--- config.mk ---
export PLATFORM = sky130hd
export DESIGN_NAME = safe_gray_decade
export DESIGN_NICKNAME = d
export VERILOG_FILES = /design/src/rtl/gdc_pkg.sv /design/src/rtl/gdc_next.sv /design/src/rtl/gdc_state_reg.sv /design/src/rtl/gdc_out_stage.sv /design/src/rtl/safe_gray_decade.sv
export SDC_FILE = /design/constraint.sdc
export NUM_CORES = 1
export LEC_CHECK = 0
export ABC_AREA = 1
export BUFFER_PORTS_ARGS = -buffer_cell sky130_fd_sc_hd__buf_4
export CAP_MARGIN = 0
export CORE_MARGIN = 3
export CORE_UTILIZATION = 38
export DETAILED_ROUTE_END_ITERATION = 10
export PLACE_DENSITY = 0.67
export SLEW_MARGIN = 0
export SYNTH_ARGS = -nofsm -noshare
export SYNTH_HDL_FRONTEND = slang
export SYNTH_SLANG_ARGS = --single-unit
--- constraint.sdc ---
create_clock -name clk_i -period 1.18 [get_ports clk_i]
set_input_delay 0.177 -clock clk_i [delete_from_list [all_inputs] [get_ports clk_i]]
set_output_delay 0.177 -clock clk_i [all_outputs]
set_load 0.03 [all_outputs]
--- src/rtl/gdc_pkg.sv ---
package gdc_pkg;
  localparam int unsigned CODE_W   = 4;
  localparam int unsigned CNT_W    = 4;
  localparam int unsigned N_LEGAL  = 10;
  localparam int unsigned LAST_CNT = N_LEGAL - 1;

  typedef logic [CODE_W-1:0] code_t;
  typedef logic [CNT_W-1:0]  cnt_t;

  typedef struct packed {
    logic legal;
    cnt_t value;
  } dec_t;

  localparam code_t HOME_CODE = '0;

  // Gray code to count; unused codes report legal=0
  function automatic dec_t decode(code_t c);
    dec_t r;
    r.legal = 1'b1;
    unique case (c)
      4'b0000: r.value = 4'd0;
      4'b0001: r.value = 4'd1;
      4'b0011: r.value = 4'd2;
      4'b0010: r.value = 4'd3;
      4'b0110: r.value = 4'd4;
      4'b0111: r.value = 4'd5;
      4'b0101: r.value = 4'd6;
      4'b0100: r.value = 4'd7;
      4'b1100: r.value = 4'd8;
      4'b1000: r.value = 4'd9;
      default: begin
        r.legal = 1'b0;
        r.value = '0;
      end
    endcase
    return r;
  endfunction

  // One step in either direction, written per legal state
  function automatic code_t advance(code_t c, logic up);
    code_t n;
    unique case (c)
      4'b0000: n = up ? 4'b0001 : 4'b1000;
      4'b0001: n = up ? 4'b0011 : 4'b0000;
      4'b0011: n = up ? 4'b0010 : 4'b0001;
      4'b0010: n = up ? 4'b0110 : 4'b0011;
      4'b0110: n = up ? 4'b0111 : 4'b0010;
      4'b0111: n = up ? 4'b0101 : 4'b0110;
      4'b0101: n = up ? 4'b0100 : 4'b0111;
      4'b0100: n = up ? 4'b1100 : 4'b0101;
      4'b1100: n = up ? 4'b1000 : 4'b0100;
      4'b1000: n = up ? 4'b0000 : 4'b1100;
      default: n = HOME_CODE;
    endcase
    return n;
  endfunction
endpackage

--- src/rtl/gdc_next.sv ---
module gdc_next
  import gdc_pkg::*;
(
  input  code_t state_i,
  input  logic  en_i,
  input  logic  up_i,
  input  code_t mask_i,
  output code_t next_o,
  output logic  legal_o
);
  dec_t  dec_w;
  code_t step_w;
  code_t base_w;

  always_comb begin
    dec_w   = decode(state_i);
    legal_o = dec_w.legal;
    step_w  = advance(state_i, up_i);
    if (!dec_w.legal)  base_w = HOME_CODE;
    else if (en_i)     base_w = step_w;
    else               base_w = state_i;
    next_o = base_w ^ mask_i;
  end
endmodule

--- src/rtl/gdc_state_reg.sv ---
module gdc_state_reg
  import gdc_pkg::*;
(
  input  logic  clk_i,
  input  logic  rst_i,
  input  code_t d_i,
  output code_t q_o
);
  always_ff @(posedge clk_i) begin
    if (rst_i) q_o <= HOME_CODE;
    else       q_o <= d_i;
  end
endmodule

--- src/rtl/gdc_out_stage.sv ---
module gdc_out_stage
  import gdc_pkg::*;
(
  input  logic  clk_i,
  input  logic  rst_i,
  input  code_t state_i,
  output cnt_t  count_o,
  output logic  valid_o
);
  dec_t dec_w;
  always_comb dec_w = decode(state_i);

  always_ff @(posedge clk_i) begin
    if (rst_i) begin
      count_o <= '0;
      valid_o <= 1'b1;
    end else begin
      valid_o <= dec_w.legal;
      if (dec_w.legal) count_o <= dec_w.value;
    end
  end

  assert_count_range_R7: assert property (@(posedge clk_i) disable iff (rst_i)
    count_o <= cnt_t'(LAST_CNT));
  assert_count_hold_R7: assert property (@(posedge clk_i) disable iff (rst_i)
    !dec_w.legal |=> ($stable(count_o) && !valid_o));
endmodule

--- src/rtl/safe_gray_decade.sv ---
module safe_gray_decade
  import gdc_pkg::*;
(
  input  logic             clk_i,
  input  logic             rst_i,
  input  logic             en_i,
  input  logic             up_i,
  input  logic [CODE_W-1:0] upset_mask_i,
  output logic [CNT_W-1:0]  count_o,
  output logic             valid_o,
  output logic             illegal_o
);
  code_t state_q;
  code_t next_w;
  logic  legal_w;

  gdc_next u_next (
    .state_i (state_q),
    .en_i    (en_i),
    .up_i    (up_i),
    .mask_i  (upset_mask_i),
    .next_o  (next_w),
    .legal_o (legal_w)
  );

  gdc_state_reg u_state (
    .clk_i (clk_i),
    .rst_i (rst_i),
    .d_i   (next_w),
    .q_o   (state_q)
  );

  gdc_out_stage u_out (
    .clk_i   (clk_i),
    .rst_i   (rst_i),
    .state_i (state_q),
    .count_o (count_o),
    .valid_o (valid_o)
  );

  assign illegal_o = !legal_w;

  assert_recover_home_R5: assert property (@(posedge clk_i) disable iff (rst_i)
    (illegal_o && upset_mask_i == '0) |=> (state_q == HOME_CODE));
  assert_hold_idle_R4: assert property (@(posedge clk_i) disable iff (rst_i)
    (!illegal_o && !en_i && upset_mask_i == '0) |=> $stable(state_q));
  assert_single_bit_step_R8: assert property (@(posedge clk_i) disable iff (rst_i)
    (!illegal_o && en_i && upset_mask_i == '0) |=> ($countones(state_q ^ $past(state_q)) == 1));
  assert_flag_consistent_R6: assert property (@(posedge clk_i) disable iff (rst_i)
    illegal_o |-> (state_q[3] && (state_q[2:0] != 3'b100) && (state_q[2:0] != 3'b000)));
endmodule

==> results.cfg, run 1 <==
[place]
dp_slack_ns = 0.02633
hpwl_um = 986.1
port-buffer-count = 13
place_congestion = 0.8924

[sta]
finalHoldViolCount = 0
fin_setup_tns_ns = 0
fin_ws_ns = 0.005787
finalCritPeriodShare = 0.9951
rsz0062_at_grt = yes
setup_viol = 0
tightest_slew_ns = 0.2189
fmax_mhz = 851.6
slew_viol_final = 0
layout_min_cycle_time_ns = 1.174
clock_skew_ns = 0.002536
relSlewSlack = 0.8535

[hold_path]
hold_depth = 2
hold_path_class = in -> reg
worstHoldEndpoint = u_out.count_o[3]
min_from = rst_i

[synth]
ys.flop_type = dfxtp_1
netlist_instances = 85
ys_seq_area_frac = 0.3318
synthArstFlopShare = 0
synthesis.nets = 93
synth_largest_area_cell = dfxtp_1
synth.avg_cell_area_um2 = 6.388
synth_cell_types = 17
ys_seq_elements = 9
mappedNetlistArea_um2 = 543.0
synth_edf_count = 0
post-synth-top-area-fraction = 0.3318
yosysWarnings = 0
synth_most_common_cell = nand2_1
yosys-top-cells-count = nand2_1, nor2_1, dfxtp_1
synthTopCellsByArea = dfxtp_1, nand2_1, nor2_1

[critical_path]
cp_data_arrival_time_ns = 1.00
rr_startpoint = u_state.q_o[1]
crit_type = reg -> out
crit_family = flip-flops
reg2reg_slack_ns = 0.006
crit_chain = nor2_4 > nor2_4 > buf_6
crit_path_top_delay_cell = dfxtp_4
start_kind = register
crit_fanout = 5
cpMostUsedCell = nor2_4
r2r_end = u_state.q_o[0]
path_buf_inv = 1
endpoint_kind = primary output
required_ns = 1.00
slowest_delay_ns = 0.38
reg2reg_depth = 7

[run]
maxCapViolCount = 0

[routing]
drc = 0
drt.antenna.violating_nets = 0
vias_per_cell = 5.000
post_drt_wl_per_cell_um = 11.35
num_vias = 615
drt_iter0_markers = 5
wl_mm = 1.396
dr.pass1.iters = 4

[power_and_ir_drop]
p_leak_nw = 0.3761
p_per_area_nw_per_um2 = 1258
ir_worst_vdd_mv = 0.6264
total_power_w = 0.0009651

[layout]
diodes = 0
drive_above_1_share = 0.3704
area_growth_pct = 41.24
nets = 117

[floorplan]
io_pins = 14
initial_core_util = 0.4122
die_x_um = 43.80
num_rows = 13
fp.dieArea_um2 = 1918
coreArea_um2 = 1318
die_y_um = 43.80

[grt]
antenna_found_initial = 0
grtUsageTotal = 0.1643
grt_pass1_wl_mm = 2.208
grt-ovfl-total = 0
grt_pass1_vias = 508
grt_max_degree = 7

[clock_network]
clock_sinks = 9
clockBufferDepth = 2
cts_max_level = 1
cts_hold_buf = 0
cts_tree = built
cts_root_buffer = clkbuf_4
worstSkewPairLatency_ns = 0.27
cts_buffers = 3
cts.clk_slew.worst_paths_ns = 0.06

[outcome]
outcome = finished clean
report_power, final:
| group | switching [W] | leakage (nW) | total [W] | internal (W) |
|---|---|---|---|---|
| sequential | 0.0000333 | 0.0764 | 0.000371 | 0.000338 |
| combinational | 0.000195 | 0.285 | 0.000341 | 0.000147 |
| clock | 0.000121 | 0.0150 | 0.000252 | 0.000131 |
placed cells by master, fill, tap and decap left out:
cell / count
a21oi_4: 1
a31oi_1: 1
inv_4: 1
a21oi_2: 1
buf_6: 1
inv_2: 2
dfxtp_1: 5
inv_1: 6
xnor2_1: 1
o21ai_0: 2
buf_4: 19
dfxtp_2: 1
nor3_1: 1
clkbuf_1: 1
o21ai_1: 1
dfxtp_4: 3
o21a_1: 1
nand3_2: 4
nor2_1: 17
nand2_2: 2
a21oi_1: 6
nand2_1: 22
nor2_4: 2
nand3_1: 4
clkbuf_4: 3
layer usage:
layer / GRT usage / wire, um / vias up
li1: - / - / 316
met1: 0.1870 / 636 / 274
met2: 0.2238 / 633 / 20
met3: 0.06639 / 76 / 5
met4: 0.1627 / 49 / 0
met5: 0 / 0 / -
registers in the layout (all words and copies together) (netlist names):
register / cells
u_out.valid_o: 1
u_state.q_o: 4
u_out.count_o: 4
repair_timing:
item,in CTS,in global routing
pin swaps,1,3
resized for setup,7,3
setup endpoints to repair,1,4
setup buffers,2,3
through the flow:
stage / hold slack [ns] / util / instance area, um2 / cells
after floorplan: 0.2461 / - / 545.5 / 85
after global placement: 0.3812 / 0.5100 / 671.9 / 114
after detailed placement: 0.3833 / 0.5100 / 671.9 / 114
after CTS: 0.09806 / 0.5565 / 733.2 / 120
after global routing: 0.08026 / 0.5821 / 767.0 / 123
final: 0.09883 / 0.5821 / 767.0 / 123
cell type report:
type	instances	area, um2
clock buffers	4	26.28
fillers	126	550.5
inverters	9	36.28
multi-input cells	66	339.1
flip-flops and latches	9	192.7
well taps	15	18.77
repair buffers	20	153.9
worst max-delay path by stage:
stage	slack [ns]	startpoint	end	cells past startpoint
after floorplan	0.02	u_state.q_o[3]	u_state.q_o[0]	5
after global placement	0.05	u_state.q_o[3]	u_state.q_o[1]	7
after detailed placement	0.03	u_state.q_o[3]	u_state.q_o[1]	7
after CTS	-0.005	u_state.q_o[3]	illegal_o	3
after global routing	-0.06	u_state.q_o[0]	u_state.q_o[1]	7
final	0.006	u_state.q_o[0]	illegal_o	3
cells by family after synthesis:
logic type / count (synthesis) / share of synthesized area
flops: 9 / 0.3318
compound gates: 13 / 0.1267
buf+inv: 10 / 0.07142
simple gates: 52 / 0.4539
xor+xnor: 1 / 0.01613
Power figures use the tool's default switching activity.
==> run 2: changes to the inputs <==
--- a/config.mk
+++ b/config.mk
@@ -5,13 +5,12 @@
 export SDC_FILE = /design/constraint.sdc
 export NUM_CORES = 1
 export LEC_CHECK = 0
-export ABC_AREA = 1
 export BUFFER_PORTS_ARGS = -buffer_cell sky130_fd_sc_hd__buf_4
 export CAP_MARGIN = 0
-export CORE_MARGIN = 3
-export CORE_UTILIZATION = 38
+export CORE_AREA = 3 3 40 42
 export DETAILED_ROUTE_END_ITERATION = 10
-export PLACE_DENSITY = 0.67
+export DIE_AREA = 0 0 43 45
+export PLACE_DENSITY = 0.65
 export SLEW_MARGIN = 0
 export SYNTH_ARGS = -nofsm -noshare
 export SYNTH_HDL_FRONTEND = slang
==> run 2 against run 1 <==
The run now ends with negative setup slack left. Hold slack gained 0.065 ns. Die area grew 0.86%. Critical path type is now reg -> reg. Sequential power grew 3%. Final area grew 15%. Total power grew 24%. Combinational power grew 65%. Clock skew shrank 0.00058 ns.
==> results.cfg, run 2 <==
[outcome]
outcome = finished with violations
violations = negative setup slack

[sta]
rsz0062_at_grt = yes
finalHoldViolCount = 0
finalCritPeriodShare = 1.323
relSlewSlack = 0.8196
setup_viol = 6
clock_skew_ns = 0.001957
slew_viol_final = 0
tightest_slew_ns = 0.2678
fmax_mhz = 640.7
fin_ws_ns = -0.3807
layout_min_cycle_time_ns = 1.561

[critical_path]
reg2reg_depth = 4
reg2reg_slack_ns = -0.38
crit_chain = xnor2_2 > or4b_4 > o311ai_4 > mux2_4
endpoint_kind = register
r2r_end = u_state.q_o[0]
crit_path_top_delay_cell = or4b_4
crit_type = reg -> reg
slowest_delay_ns = 0.54
rr_startpoint = u_state.q_o[1]
start_kind = register
required_ns = 1.34
cp_data_arrival_time_ns = 1.72
crit_fanout = 4

[hold_path]
worstHoldEndpoint = u_state.q_o[3]
hold_path_class = in -> reg
min_from = rst_i
hold_depth = 2

[layout]
diodes = 0
utilization = 0.6874
final_cell_mix = buf_4, dfxtp_1, nor2_1
area_growth_pct = 81.96
drive_above_1_share = 0.6092
nets = 96
final_common_cell = buf_4
top_regs = u_out.count_o: 4 flops, u_state.q_o: 4 flops, u_out.valid_o: 1 flops
finish.instance_area_um2 = 883.3

[grt]
grt_pass1_wl_mm = 2.118
grt-ovfl-total = 0
grtUsageTotal = 0.1554
antenna_found_initial = 0
top_usage_layer = met2
use_met2 = 0.2365
grt_pass1_vias = 475
met1_usage = 0.1849
grt_max_degree = 14
met3_usage = 0.05578

[place]
placed_area_um2 = 700.7
hpwl_um = 868.8
port-buffer-count = 13
place_congestion = 0.7177

[synth]
synth_cell_types = 25
yosysWarnings = 0
ys.flop_type = dfxtp_1
netlist_instances = 56
synth.avg_cell_area_um2 = 8.669
ys_seq_elements = 9
synthTopCellsByArea = dfxtp_1, xnor2_1, nor2b_1
synth_edf_count = 0
synth_largest_area_cell = dfxtp_1
synthArstFlopShare = 0
ys_seq_area_frac = 0.3711
post-synth-top-area-fraction = 0.3711
synthesis.nets = 64
yosys-top-cells-count = dfxtp_1, nor2_1, clkbuf_1, nor2b_1
synth_most_common_cell = dfxtp_1
mappedNetlistArea_um2 = 485.5

[clock_network]
clockBufferDepth = 2
clock_sinks = 9
cts_buffers = 3
cts_root_buffer = clkbuf_4
cts_max_level = 1
worstSkewPairLatency_ns = 0.27
cts_tree = built
cts_hold_buf = 0
cts.clk_slew.worst_paths_ns = 0.06

[routing]
dr.pass1.iters = 3
wl_mm = 1.483
drc = 0
vias_per_cell = 5.137
drt.antenna.violating_nets = 0
num_vias = 524
post_drt_wl_per_cell_um = 14.54
drt_iter0_markers = 10

[floorplan]
die_y_um = 45
num_rows = 13
die_x_um = 43
coreArea_um2 = 1285
io_pins = 14
initial_core_util = 0.3778
fp.dieArea_um2 = 1935

[run]
maxCapViolCount = 0

[power_and_ir_drop]
ir_worst_vdd_mv = 0.6150
p_per_area_nw_per_um2 = 1354
p_leak_nw = 0.3735
==> run 2: worst max path at each step <==
stage	start	to
floorplan	u_state.q_o[2]	u_state.q_o[0]
global placement	u_state.q_o[1]	u_state.q_o[0]
detailed placement	u_state.q_o[1]	u_state.q_o[0]
CTS	u_state.q_o[1]	u_state.q_o[0]
global route	u_state.q_o[1]	u_state.q_o[0]
finish	u_state.q_o[1]	u_state.q_o[0]
==> run 2: power breakdown <==
group	internal, W	switching [W]	total (W)
Combinational	0.000300	0.000262	0.000562
Clock	0.000131	0.000120	0.000251
Sequential	0.000345	0.0000365	0.000382
Total	0.000777	0.000419	0.00120
==> run 2: cells by family after synthesis <==
group,count (synthesis),share of synthesized area
AO/OA/AOI/OAI,12,0.1650
XOR/XNOR,4,0.07216
buffers and inverters,6,0.04639
flip-flops,9,0.3711
multiplexers,3,0.06701
AND/OR/NAND/NOR,22,0.2784
==> run 2: area by class of cell <==
cell class                 count  area [um2]
timing repair buffer          32       251.5
fill                         103       401.6
sequential                     9       187.7
tap                           15       18.77
clock buffer                   4       26.28
inverter                       1       3.754
multi-input combinational     41       395.4
==> run 2: timing repair <==
action / in CTS / in global routing
cloned: 0 / 0
setup endpoints to repair: 8 / 9
gates resized for setup: 9 / 15
pin swaps: 4 / 5
buffers inserted: 3 / 2
endpoints found under the hold margin: 0 / 0
==> run 2: worst max-delay path, delay by kind of cell, from the launching register on <==
kind,cells,cell delay [ns]
XOR/XNOR,1,0.16
AND/OR/NAND/NOR,1,0.54
multiplexers,1,0.32
flip-flops,1,0.37
AO/OA/AOI/OAI,1,0.08
==> run 2: through the flow <==
step                setup TNS, ns   power, W  std cells  hold WS [ns]  setup WS, ns
floorplan                 -0.5243  0.0006200         56        0.3245       -0.2875
detailed placement        -0.9897  0.0007776         93        0.4335       -0.3232
global placement          -0.8200  0.0007754         93        0.4292       -0.3015
global route               -1.349   0.001268        102        0.1530       -0.4062
finish                    -0.9984   0.001196        102        0.1634       -0.3807
CTS                       -0.9907   0.001098        100        0.1584       -0.3383
==> run 2: layer usage <==
layer / share of wire / wire [um] / up-vias
met5: 0 / 0 / -
met4: 0.016 / 24 / 0
met3: 0.045 / 67 / 2
met2: 0.49 / 723 / 10
met1: 0.45 / 668 / 248
li1: - / - / 264
==> run 3: changes to the inputs <==
--- a/config.mk
+++ b/config.mk
@@ -10,7 +10,7 @@
 export CORE_AREA = 3 3 40 42
 export DETAILED_ROUTE_END_ITERATION = 10
 export DIE_AREA = 0 0 43 45
-export PLACE_DENSITY = 0.65
+export PLACE_DENSITY = 0.68
 export SLEW_MARGIN = 0
 export SYNTH_ARGS = -nofsm -noshare
 export SYNTH_HDL_FRONTEND = slang
==> constraint.sdc (replaced) <==
create_clock -name clk_i -period 1.35 [get_ports clk_i]
set_input_delay 0.2025 -clock clk_i [delete_from_list [all_inputs] [get_ports clk_i]]
set_output_delay 0.2025 -clock clk_i [all_outputs]
set_load 0.03 [all_outputs]
==> run 3 against run 2 <==
The run still ends with negative setup slack left. Flip-flop and latch count is the same. Setup slack gained 0.22 ns. Clock skew shrank 0.0015 ns.
==> results.cfg, run 3 (same netlist as run 2, synthesis figures left out) <==
[layout]
final_common_cell = buf_4
final_cell_mix = buf_4, nor2_1, dfxtp_1, a21oi_1
nets = 92
fillers = 113
seq_area_um2 = 183.9
top_regs = u_out.count_o: 4 flops, u_state.q_o: 4 flops, u_out.valid_o: 1 flops
drive_above_1_share = 0.4940
layoutNonFillerInstCount = 98
diodes = 0
area_growth_pct = 59.79
multi_input_area_um2 = 329.1

[sta]
layout_min_cycle_time_ns = 1.511
clock_skew_ns = 0.0004959
fin_setup_tns_ns = -0.3883
fin_ws_ns = -0.1612
rsz0062_at_grt = yes
finalCritPeriodShare = 1.119
finalHoldViolCount = 0
holdWs_ns = 0.1872
setup_viol = 4
slew_viol_final = 0
tightest_slew_ns = 0.2994
relSlewSlack = 0.7953
fmax_mhz = 661.7

[grt]
grt_pass1_wl_mm = 2.076
grtUsageTotal = 0.1445
grt_pass1_vias = 449
antenna_found_initial = 0
grt_max_degree = 14
grt-ovfl-total = 0

[outcome]
outcome = finished with violations
violations = negative setup slack

[routing]
drt_iter0_markers = 9
wl_mm = 1.212
drc = 0
num_vias = 496
top_layer = met4
dr.pass1.iters = 4
drt-met1-wl_um = 577
post_drt_wl_per_cell_um = 12.37
vias_per_cell = 5.061
wl_met2_um = 585
met3_length_um = 42
drt.antenna.violating_nets = 0

[place]
hpwl_um = 856
place_congestion = 0.7149
dp_cells = 91
port-buffer-count = 13

[critical_path]
crit_fanout = 2
start_kind = register
cp_data_arrival_time_ns = 1.66
required_ns = 1.50
endpoint_kind = register
path_buf_inv = 0
crit_type = reg -> reg
crit_path_top_delay_cell = or4b_1
crit_family = simple AND/OR/NAND/NOR gates
crit_chain = xnor2_2 > or4b_1 > o311ai_2 > mux2_1
slowest_delay_ns = 0.49

[clock_network]
cts.clk_slew.worst_paths_ns = 0.06
cts_buffers = 3
cts_max_level = 1
worstSkewPairLatency_ns = 0.26
cts_hold_buf = 0
clock_sinks = 9
cts_tree = built
cts_root_buffer = clkbuf_4
clockBufferDepth = 2

[floorplan]
coreArea_um2 = 1285
die_y_um = 45
io_pins = 14
fp.dieArea_um2 = 1935
initial_core_util = 0.3778
die_x_um = 43
num_rows = 13

[run]
maxCapViolCount = 0

[power_and_ir_drop]
p_leak_nw = 0.3287
p_per_area_nw_per_um2 = 1216
ir_worst_vdd_mv = 0.6140

[hold_path]
hold_path_class = in -> reg
## run 3: final timing paths
| path | start | end | slack (ns) | cells after the start |
|---|---|---|---|---|
| setup reg to reg | u_state.q_o[1] | u_state.q_o[0] | -0.16 | 4 |
| hold / removal | rst_i | u_state.q_o[1] | 0.19 | 2 |
| setup / recovery | u_state.q_o[1] | u_state.q_o[0] | -0.16 | 4 |
| hold reg to reg | u_out.count_o[3] | u_out.count_o[3] | 0.50 | 2 |
## run 3: repair_timing
action	4_1_cts	5_1_grt
resized for setup	4	7
pin swaps	1	2
setup buffers	1	2
endpoints found under the setup margin	5	6
## run 3: layer usage
| metal | vias up | track usage |
|---|---|---|
| met4 | 0 | 0.07229 |
| met2 | 10 | 0.2216 |
| met1 | 229 | 0.1873 |
| met5 | - | 0 |
| li1 | 255 | - |
| met3 | 2 | 0.03984 |
## run 3: through the flow
stage          area, um2  power (W)  utilization  setup WS (ns)
2_1_floorplan      499.2  0.0005297            -        -0.1504
3_3_place_gp       676.9  0.0006530       0.5268       -0.09856
3_5_place_dp       676.9  0.0006574       0.5268        -0.1243
4_1_cts            726.9  0.0008907       0.5657        -0.1308
5_1_grt            775.7   0.001007       0.6037        -0.1954
6_report           775.7  0.0009434       0.6037        -0.1612
## run 3: power breakdown
| part | total, W | switching, W | leakage [nW] | internal, W |
|---|---|---|---|---|
| clock network | 0.000215 | 0.000101 | 0.0150 | 0.000114 |
| logic | 0.000402 | 0.000190 | 0.238 | 0.000212 |
| registers | 0.000327 | 0.0000248 | 0.0752 | 0.000302 |
## run 3: cell type report
cell class / count / area share
Sequential cell: 9 / 0.2371
Multi-Input combinational cell: 41 / 0.4242
Tap cell: 15 / 0.02419
Inverter: 1 / 0.004839
Timing Repair Buffer: 28 / 0.2758
Clock buffer: 4 / 0.03387
